===== config.mk =====
export PLATFORM = sky130hd
export DESIGN_NAME = uart_irq_ctrl
export DESIGN_NICKNAME = d
export VERILOG_FILES = /design/src/rtl/uart_irq_pkg.sv /design/src/rtl/uart_irq_tmo.sv /design/src/rtl/uart_irq_src.sv /design/src/rtl/uart_irq_prio.sv /design/src/rtl/uart_irq_ctrl.sv
export SDC_FILE = /design/constraint.sdc
export NUM_CORES = 1
export LEC_CHECK = 0
export BUFFER_PORTS_ARGS = -buffer_cell sky130_fd_sc_hd__buf_4
export CAP_MARGIN = 15
export CORE_MARGIN = 5
export CORE_UTILIZATION = 44
export CTS_CLUSTER_DIAMETER = 150
export DETAILED_ROUTE_END_ITERATION = 8
export PLACE_DENSITY = 0.75
export SLEW_MARGIN = 20
export SYNTH_ARGS = -nofsm -noshare
export SYNTH_HDL_FRONTEND = slang
export SYNTH_HIERARCHICAL = 1
export SYNTH_SLANG_ARGS = --single-unit
export TNS_END_PERCENT = 5

===== constraint.sdc =====
create_clock -name clk_i -period 1.56 [get_ports clk_i]
set_input_delay 0.156 -clock clk_i [delete_from_list [all_inputs] [get_ports clk_i]]
set_output_delay 0.156 -clock clk_i [all_outputs]
set_load 0.02 [all_outputs]

===== src/rtl/uart_irq_pkg.sv =====
package uart_irq_pkg;
  typedef enum logic [3:0] {
    IRQ_MODEM   = 4'b0000,
    IRQ_NONE    = 4'b0001,
    IRQ_TXEMPTY = 4'b0010,
    IRQ_RXDATA  = 4'b0100,
    IRQ_LINE    = 4'b0110,
    IRQ_RXTMO   = 4'b1100
  } irq_code_e;

  localparam int NSRC     = 5;
  localparam int MAX_BITS = 12;

  // index 0 is the highest priority
  localparam irq_code_e SRC_CODE [NSRC] = '{IRQ_LINE, IRQ_RXDATA, IRQ_RXTMO, IRQ_TXEMPTY, IRQ_MODEM};
  localparam int        SRC_IER  [NSRC] = '{2, 0, 0, 1, 3};

  function automatic logic [3:0] char_bits(logic [1:0] wl, logic par, logic stp);
    return 4'd6 + {2'b00, wl} + {3'b000, par} + (stp ? 4'd2 : 4'd1);
  endfunction
endpackage


===== src/rtl/uart_irq_tmo.sv =====
module uart_irq_tmo
  import uart_irq_pkg::*;
#(
  parameter int TICKS_PER_BIT = 16,
  parameter int TMO_CHARS     = 4
) (
  input  logic       clk_i,
  input  logic       rst_ni,
  input  logic       fifo_en_i,
  input  logic       rx_empty_i,
  input  logic       tick_i,
  input  logic [1:0] word_len_i,
  input  logic       parity_en_i,
  input  logic       stop2_i,
  input  logic       stop_ctr_i,
  input  logic       rbr_rd_i,
  output logic       tmo_o
);
  localparam int TMO_W = $clog2(TMO_CHARS * TICKS_PER_BIT * MAX_BITS + 1);

  logic [TMO_W-1:0] cnt_q, lim;
  logic             tmo_q;

  always_comb lim = TMO_W'(TMO_CHARS * TICKS_PER_BIT * int'(char_bits(word_len_i, parity_en_i, stop2_i)));

  always_ff @(posedge clk_i or negedge rst_ni) begin
    if (!rst_ni) begin
      cnt_q <= '0;
      tmo_q <= 1'b0;
    end else if (!fifo_en_i || rx_empty_i) begin
      cnt_q <= '0;
      tmo_q <= 1'b0;
    end else if (stop_ctr_i || rbr_rd_i) begin
      cnt_q <= '0;
      if (rbr_rd_i) tmo_q <= 1'b0;
    end else if (tick_i && !tmo_q) begin
      if (cnt_q >= lim - TMO_W'(1)) begin
        tmo_q <= 1'b1;
        cnt_q <= '0;
      end else begin
        cnt_q <= cnt_q + TMO_W'(1);
      end
    end
  end

  assign tmo_o = tmo_q;

  a_r10_no_tmo_empty: assert property (@(posedge clk_i) disable iff (!rst_ni)
    (rx_empty_i || !fifo_en_i) |=> !tmo_o);
  a_r9_read_clears: assert property (@(posedge clk_i) disable iff (!rst_ni)
    rbr_rd_i |=> !tmo_o);
  a_r8_fires_on_tick: assert property (@(posedge clk_i) disable iff (!rst_ni)
    $rose(tmo_o) |-> $past(tick_i));
endmodule


===== src/rtl/uart_irq_src.sv =====
module uart_irq_src (
  input  logic       clk_i,
  input  logic       rst_ni,
  input  logic [3:0] rx_err_i,
  input  logic       lsr_rd_i,
  input  logic [3:0] msr_delta_i,
  input  logic       msr_rd_i,
  input  logic       tx_empty_i,
  input  logic       thr_wr_i,
  input  logic       thre_rd_clr_i,
  output logic       line_o,
  output logic       thre_o,
  output logic       modem_o
);
  logic line_q, modem_q, thre_q, tx_empty_q;

  always_ff @(posedge clk_i or negedge rst_ni) begin
    if (!rst_ni) begin
      line_q     <= 1'b0;
      modem_q    <= 1'b0;
      thre_q     <= 1'b1;
      tx_empty_q <= 1'b1;
    end else begin
      tx_empty_q <= tx_empty_i;
      if (|rx_err_i)    line_q <= 1'b1;
      else if (lsr_rd_i) line_q <= 1'b0;
      if (|msr_delta_i)  modem_q <= 1'b1;
      else if (msr_rd_i) modem_q <= 1'b0;
      if (thr_wr_i)                       thre_q <= 1'b0;
      else if (tx_empty_i && !tx_empty_q) thre_q <= 1'b1;
      else if (thre_rd_clr_i)             thre_q <= 1'b0;
    end
  end

  assign line_o  = line_q;
  assign thre_o  = thre_q;
  assign modem_o = modem_q;

  a_r5_line_holds: assert property (@(posedge clk_i) disable iff (!rst_ni)
    (line_o && !lsr_rd_i) |=> line_o);
  a_r7_write_clears: assert property (@(posedge clk_i) disable iff (!rst_ni)
    thr_wr_i |=> !thre_o);
  a_r11_modem_sets: assert property (@(posedge clk_i) disable iff (!rst_ni)
    (|msr_delta_i) |=> modem_o);
endmodule


===== src/rtl/uart_irq_prio.sv =====
module uart_irq_prio
  import uart_irq_pkg::*;
(
  input  logic [3:0]      ier_i,
  input  logic [NSRC-1:0] raw_i,
  output irq_code_e       code_o,
  output logic            irq_o
);
  logic [NSRC-1:0] act;

  for (genvar g = 0; g < NSRC; g++) begin : g_mask
    assign act[g] = raw_i[g] & ier_i[SRC_IER[g]];
  end

  always_comb begin
    code_o = IRQ_NONE;
    for (int i = NSRC - 1; i >= 0; i--) begin
      if (act[i]) code_o = SRC_CODE[i];
    end
  end

  assign irq_o = |act;
endmodule


===== src/rtl/uart_irq_ctrl.sv =====
module uart_irq_ctrl
  import uart_irq_pkg::*;
#(
  parameter int FIFO_DEPTH    = 16,
  parameter int CNT_W         = $clog2(FIFO_DEPTH + 1),
  parameter int TICKS_PER_BIT = 16,
  parameter int TMO_CHARS     = 4
) (
  input  logic             clk_i,
  input  logic             rst_ni,
  input  logic             fifo_en_i,
  input  logic [3:0]       ier_i,
  input  logic [CNT_W-1:0] rx_trig_i,
  input  logic [CNT_W-1:0] rx_cnt_i,
  input  logic [3:0]       rx_err_i,
  input  logic             tx_empty_i,
  input  logic [3:0]       msr_delta_i,
  input  logic             tick16_i,
  input  logic [1:0]       word_len_i,
  input  logic             parity_en_i,
  input  logic             stop2_i,
  input  logic             stop_ctr_i,
  input  logic             rbr_rd_i,
  input  logic             isr_rd_i,
  input  logic             lsr_rd_i,
  input  logic             msr_rd_i,
  input  logic             thr_wr_i,
  output logic [7:0]       isr_o,
  output logic             irq_o
);
  logic            rx_empty, rx_data, tmo, line_p, thre_p, modem_p;
  logic [NSRC-1:0] raw;
  irq_code_e       code;

  assign rx_empty = (rx_cnt_i == '0);
  assign rx_data  = !rx_empty && (!fifo_en_i || (rx_cnt_i >= rx_trig_i));

  uart_irq_tmo #(
    .TICKS_PER_BIT(TICKS_PER_BIT),
    .TMO_CHARS    (TMO_CHARS)
  ) tmo_i (
    .clk_i      (clk_i),
    .rst_ni     (rst_ni),
    .fifo_en_i  (fifo_en_i),
    .rx_empty_i (rx_empty),
    .tick_i     (tick16_i),
    .word_len_i (word_len_i),
    .parity_en_i(parity_en_i),
    .stop2_i    (stop2_i),
    .stop_ctr_i (stop_ctr_i),
    .rbr_rd_i   (rbr_rd_i),
    .tmo_o      (tmo)
  );

  uart_irq_src src_i (
    .clk_i        (clk_i),
    .rst_ni       (rst_ni),
    .rx_err_i     (rx_err_i),
    .lsr_rd_i     (lsr_rd_i),
    .msr_delta_i  (msr_delta_i),
    .msr_rd_i     (msr_rd_i),
    .tx_empty_i   (tx_empty_i),
    .thr_wr_i     (thr_wr_i),
    .thre_rd_clr_i(isr_rd_i && (code == IRQ_TXEMPTY)),
    .line_o       (line_p),
    .thre_o       (thre_p),
    .modem_o      (modem_p)
  );

  assign raw = {modem_p, thre_p, tmo, rx_data, line_p};

  uart_irq_prio prio_i (
    .ier_i (ier_i),
    .raw_i (raw),
    .code_o(code),
    .irq_o (irq_o)
  );

  assign isr_o = {{2{fifo_en_i}}, 2'b00, code};

  a_r12_irq_vs_status: assert property (@(posedge clk_i) disable iff (!rst_ni)
    irq_o == !isr_o[0]);
  a_r3_line_first: assert property (@(posedge clk_i) disable iff (!rst_ni)
    (line_p && ier_i[2]) |-> (isr_o[3:0] == IRQ_LINE));
  a_r4_masked_quiet: assert property (@(posedge clk_i) disable iff (!rst_ni)
    (ier_i == 4'h0) |-> !irq_o);
  a_r2_reserved_zero: assert property (@(posedge clk_i) disable iff (!rst_ni)
    isr_o[5:4] == 2'b00);
endmodule


**Word-level counts from Yosys, hierarchy flattened**

Cells that the tools add are included.

- Flip-flop bits (word level): 15
- Input bits: 37
- Output and inout bits: 9
- Logic and storage cells: 63

- $add $sub $neg: 5
- Magnitude comparators: 2
- Eq/ne operators: 2
- Muxes and demuxes: 22
- Bitwise operators: 5
- Reduce and logical (&&, ||, !) cells: 21

Operators with widths:

| kind | number |
|---|---|
| two-way mux 10 bit | 4 |
| two-way mux 1 bit | 13 |
| two-way mux 4 bit | 3 |
| adder 10 x 1 -> 10 bit, second input constant | 1 |
| greater-or-equal comparator 10 bit | 1 |
| subtractor 10 x 1 -> 10 bit, second input constant | 1 |
| nonzero test 3 bit | 3 |
| OR reduction 4 bit | 2 |
| bitwise AND 1 bit | 5 |
| greater-or-equal comparator 5 bit | 1 |
| zero test 5 bit | 1 |
| OR reduction 5 bit | 1 |
| adder 3 x 2 -> 4 bit, first input constant | 1 |
| adder 4 x 1 -> 4 bit | 1 |
| adder 4 bit | 1 |
| == test 4 x 2 -> 1 bit, second input constant | 1 |
| logical AND 1 bit | 4 |
| zero test 1 bit | 4 |
| two-way mux 2 bit | 2 |
| nonzero test 2 bit | 2 |
| logical OR 1 bit | 3 |
| != test 3 x 2 -> 1 bit, second input constant | 1 |
| AND reduction 3 bit | 1 |

**Longest topological paths before layout**

- Depth after elaboration: 11
- Depth in mapped cells: 13
- Mapped depth without buffers: 13

**Cells and area by module**

Netlist, hierarchy kept.

By module, submodules not included:

| module | instances | cells an instance | area an instance (um2) | sequential area each (um2) |
|---|---|---|---|---|
| uart_irq_tmo | 1 | 87 | 844.6 | 275.3 |
| uart_irq_ctrl | 1 | 26 | 202.7 | 0.0 |
| uart_irq_src | 1 | 13 | 150.1 | 102.6 |
| uart_irq_prio | 1 | 8 | 60.1 | 0.0 |

**Worst setup path before layout**

No wires, ideal clock.

- Path type: input to register
- From: input port word_len_i[0]
- To: register tmo_i.cnt_q[0]
- Library setup time: 125 ps
- Data arrival time: 2,355 ps
- Data required time: 1,435 ps
- Setup slack: -920 ps
- Stages: 10
- Buffers on the path: 0
- Path through: fa_1 -> ha_1 -> inv_1 -> ha_1 -> xor2_1 -> ha_1 -> nand2_1 -> nor4_4 -> nor3_4 -> mux2_2

- Cells in the longest elaborated chain, start to end: 9

RTL lines:

| element | line | text |
|---|---|---|
| start, declared | uart_irq_ctrl.sv:19 | `input logic [1:0] word_len_i,` |
| adder 3 x 2 -> 4 bit | uart_irq_pkg.sv:19 | `return 4'd6 + {2'b00, wl} + {3'b000, par} + (stp ? 4'd2 : 4'd1);` |
| adder 4 x 1 -> 4 bit | uart_irq_pkg.sv:19 |  |
| adder 4 bit | uart_irq_pkg.sv:19 |  |
| subtractor 10 x 1 -> 10 bit | uart_irq_tmo.sv:37 | `if (cnt_q >= lim - TMO_W'(1)) begin` |
| greater-or-equal comparator 10 bit | uart_irq_tmo.sv:37 |  |
| two-way mux 10 bit | uart_irq_tmo.sv:37 |  |
| two-way mux 10 bit | uart_irq_tmo.sv:36 | `end else if (tick_i && !tmo_q) begin` |
| two-way mux 10 bit | uart_irq_tmo.sv:33 | `end else if (stop_ctr_i \|\| rbr_rd_i) begin` |
| two-way mux 10 bit | uart_irq_tmo.sv:30 | `end else if (!fifo_en_i \|\| rx_empty_i) begin` |
| end signal, assigned | uart_irq_tmo.sv:41 | `cnt_q <= cnt_q + TMO_W'(1);` |
| end, declared | uart_irq_tmo.sv:21 | `logic [TMO_W-1:0] cnt_q, lim;` |

Every way passes these cells. The select of a mux whose other input is x is not followed.
A chain may end at the register's enable or synchronous reset.

**Worst setup path after layout**

- From: input port word_len_i[0]
- To: register tmo_i.cnt_q[8]

Same word-level chain as after synthesis.

==> metrics.txt <==
leading area contributor after synthesis=sky130_fd_sc_hd__dfrtp_1; proportion of synthesized chip area in sequential cells=0.300; max capacitance violation total=0; synth top area cells=sky130_fd_sc_hd__dfrtp_1, sky130_fd_sc_hd__ha_1, sky130_fd_sc_hd__inv_1; kind of start point of the critical path=input pin; timing-limited maximum frequency=464 MHz; H-tree levels=1; via count normalized by instance count=5.43; placed cell area=1840 um^2; Tcrit/Tclk final=1.38; least setup slack across all paths after layout=-0.594 ns; total number of vias=1,275; time the worst path needs with I/O delays and setup=2.15 ns; WHS=0.0359 ns; cell leakage power=0.000967 uW; die boundary height=between 60 and 70 um; die span in x=63.5 um; worst-skew pair later-pin latency=around 0.29 ns; Cell Rows=19; overall routed net length=roughly 3500 um; gr ovfl total=0; Hold Path End=src_i/modem_o; pin slew with the least headroom to its limit=0.525 ns; Max Transition Viols Final=0; failing checks=negative setup slack; WHS Path Cells=2; area of the mapped netlist=1260 um^2; worst vdd ir=0.466 mV; TritonCTS clock tree=yes; via count of the first global-routing pass=1,310; leading post-synthesis cells by instance count=sky130_fd_sc_hd__inv_1, sky130_fd_sc_hd__ha_1, sky130_fd_sc_hd__dfrtp_1; WP data required=1.78 ns; buffer depth of the longest clock path=2; count of different cell masters after synthesis=42; run status=finished, violations left; capture point of the worst reg-to-reg path=tmo_i/cnt_q[0]; final antenna-violating net count=0; CP delay by family, top=adder cells; average routed wire per standard cell=roughly 15 um; count of boundary I/O pins=46; Yosys warnings=6; final non-filler cell area=2000 um^2; origin of the worst min-delay path=msr_rd_i; top fanout value on the critical path=6; Final GP Congestion=0.962; count of routing violations after the opening detailed-route iteration=63; FF-to-FF setup slack=-0.11 ns; number of cells on the worst reg-to-reg path=6; data arrival time of the worst path=2.38 ns; worst max-slew margin expressed relative to the limit=0.641; final hold vios=0; proportion of netlist area held by the largest area contributor=0.259; Final Skew=roughly 0.0049 ns; CTS Buf Count=3; post-layout net count=257; clock transition time at the flip-flop clock pins of the worst setup and hold paths=~0.090 ns; asr flop ratio synth=1.00; share of post-route cells with drive strength above 1=0.510; Buffers & Inverters on Critical Path=2; initial core utilization=0.456; capturing element type of the critical path=flip-flop; aggregate global-route resource usage=0.179; RSZ-0062 raised after global routing=yes; CTS sink cnt=15; global-route wire length before repair=5820 um; slowest cell on the critical path=sky130_fd_sc_hd__fa_2; layout overhead on the synthesized area=58.7%; total power per unit cell area=531 nW/um^2; half-perimeter wire length after detailed placement=2800 um; most common flop cell mapped by yosys=sky130_fd_sc_hd__dfrtp_1; flops & latches, synth=15; synthesized instance count=between 100 and 150; R2R Path Start=tmo_i/cnt_q[6]; syn avg cell area=9.38 um^2; count of inserted antenna diode cells=0; type of the most critical hold path=in2reg; most common cell in the synthesized netlist=sky130_fd_sc_hd__inv_1; number of setup violations in the final report=17; stages on the worst setup path=12; number of enable-type register cells in the synthesized netlist=0; First-pass DRT Iterations=4; area of the core=2760 um^2; DIE AREA=4030 um^2; Crit path largest cell delay=roughly 0.39 ns; pin count of the biggest net entering global routing=16; # DRC=0; antenna violations before repair=0; cell at the root of the clock tree=sky130_fd_sc_hd__clkbuf_4; most numerous cell on the critical path=sky130_fd_sc_hd__ha_4; port bufs=between 40 and 50; type of the setup path with the least slack=in2reg; critical path cell sequence=buf_6, fa_2, ha_4, inv_2, ha_4, nand3_2, xnor2_1, ha_1, a21oi_4, o211ai_4, nor3_4, a22o_1
-- report_power, final --
group,internal [uW],switching [uW],total (uW),leakage [uW]
combinational,230,202,432,0.000760
sequential,397,4.69,402,0.000192
clock,99.5,126,225,0.0000150
total,727,332,1060,0.000967
-- metrics by stage --
step	setup slack [ns]	std cells	setup TNS [ns]	power, uW	util
floorplan	-0.720	135	-7.50	632	-
global placement	-0.900	227	-11.00	779	0.667
detailed placement	-0.963	227	-12.00	798	0.667
CTS	-0.594	235	-6.91	1060	0.716
global route	-0.686	235	-8.46	1130	0.724
finish	-0.594	235	-7.01	1060	0.724
-- logic make-up after synthesis --
logic type      synth area share
simple gates               0.250
mux                      0.00895
fa+ha+maj                  0.155
flops                      0.300
compound gates             0.186
xor+xnor                  0.0279
buf+inv                   0.0687
other cells              0.00298
-- registers in the layout, summed over array words and instances, names as in the netlist --
signal            cells
src_i/line_o          1
src_i/modem_o         1
src_i/thre_o          1
src_i/tx_empty_q      1
tmo_i/cnt_q          10
tmo_i/tmo_o           1
-- placed cells by master, fill, tap and decap left out, types with 3 or more instances in the layout --
cell type                        n
sky130_fd_sc_hd__nor2_1          5
sky130_fd_sc_hd__inv_1           9
sky130_fd_sc_hd__nor2b_1         3
sky130_fd_sc_hd__buf_4          58
sky130_fd_sc_hd__o21ai_0         4
sky130_fd_sc_hd__nand2b_1        3
sky130_fd_sc_hd__clkbuf_4        3
sky130_fd_sc_hd__nand2_1         8
sky130_fd_sc_hd__o31ai_1         3
sky130_fd_sc_hd__inv_2           3
sky130_fd_sc_hd__buf_6           7
sky130_fd_sc_hd__ha_1            8
sky130_fd_sc_hd__dlygate4sd3_1   3
sky130_fd_sc_hd__a22o_1          5
sky130_fd_sc_hd__a21oi_1         5
sky130_fd_sc_hd__xnor2_1         3
sky130_fd_sc_hd__inv_4           3
sky130_fd_sc_hd__nor3_1          3
sky130_fd_sc_hd__ha_4            6
sky130_fd_sc_hd__dfrtp_1        13
-- final cells by class --
type                       instances  area [um^2]
clock buffer                       4         26.3
fill                             204          762
inverter                          15         63.8
multi-input combinational        102          945
sequential                        15          378
tap                               31         38.8
timing repair buffer              68          544
-- repair_timing --
action                     in CTS  in global routing
gates cloned                    1                  0
hold buffers                    3                  0
gates resized for setup        15                  6
pin swaps                      17                  1
hold endpoints to repair       17                  0
setup buffers                   0                  0
setup endpoints to repair      17                 17
-- layer usage --
metal	global-route usage	routed length [um]
met5	0	0
met1	0.220	1360
met2	0.313	1760
met4	0.0571	81
met3	0.0320	270
-- how the worst max path moves through the flow --
stage / startpoint / endpoint / slack, ns
after floorplan: parity_en_i / tmo_i/cnt_q[0] / -0.72
after CTS: word_len_i[0] / tmo_i/cnt_q[8] / -0.59
after global routing: word_len_i[0] / tmo_i/cnt_q[8] / -0.69
after global placement: parity_en_i / tmo_i/cnt_q[7] / -0.90
final: word_len_i[0] / tmo_i/cnt_q[8] / -0.59
after detailed placement: parity_en_i / tmo_i/cnt_q[6] / -0.96
Note: power is estimated with default switching activity, not from simulation.
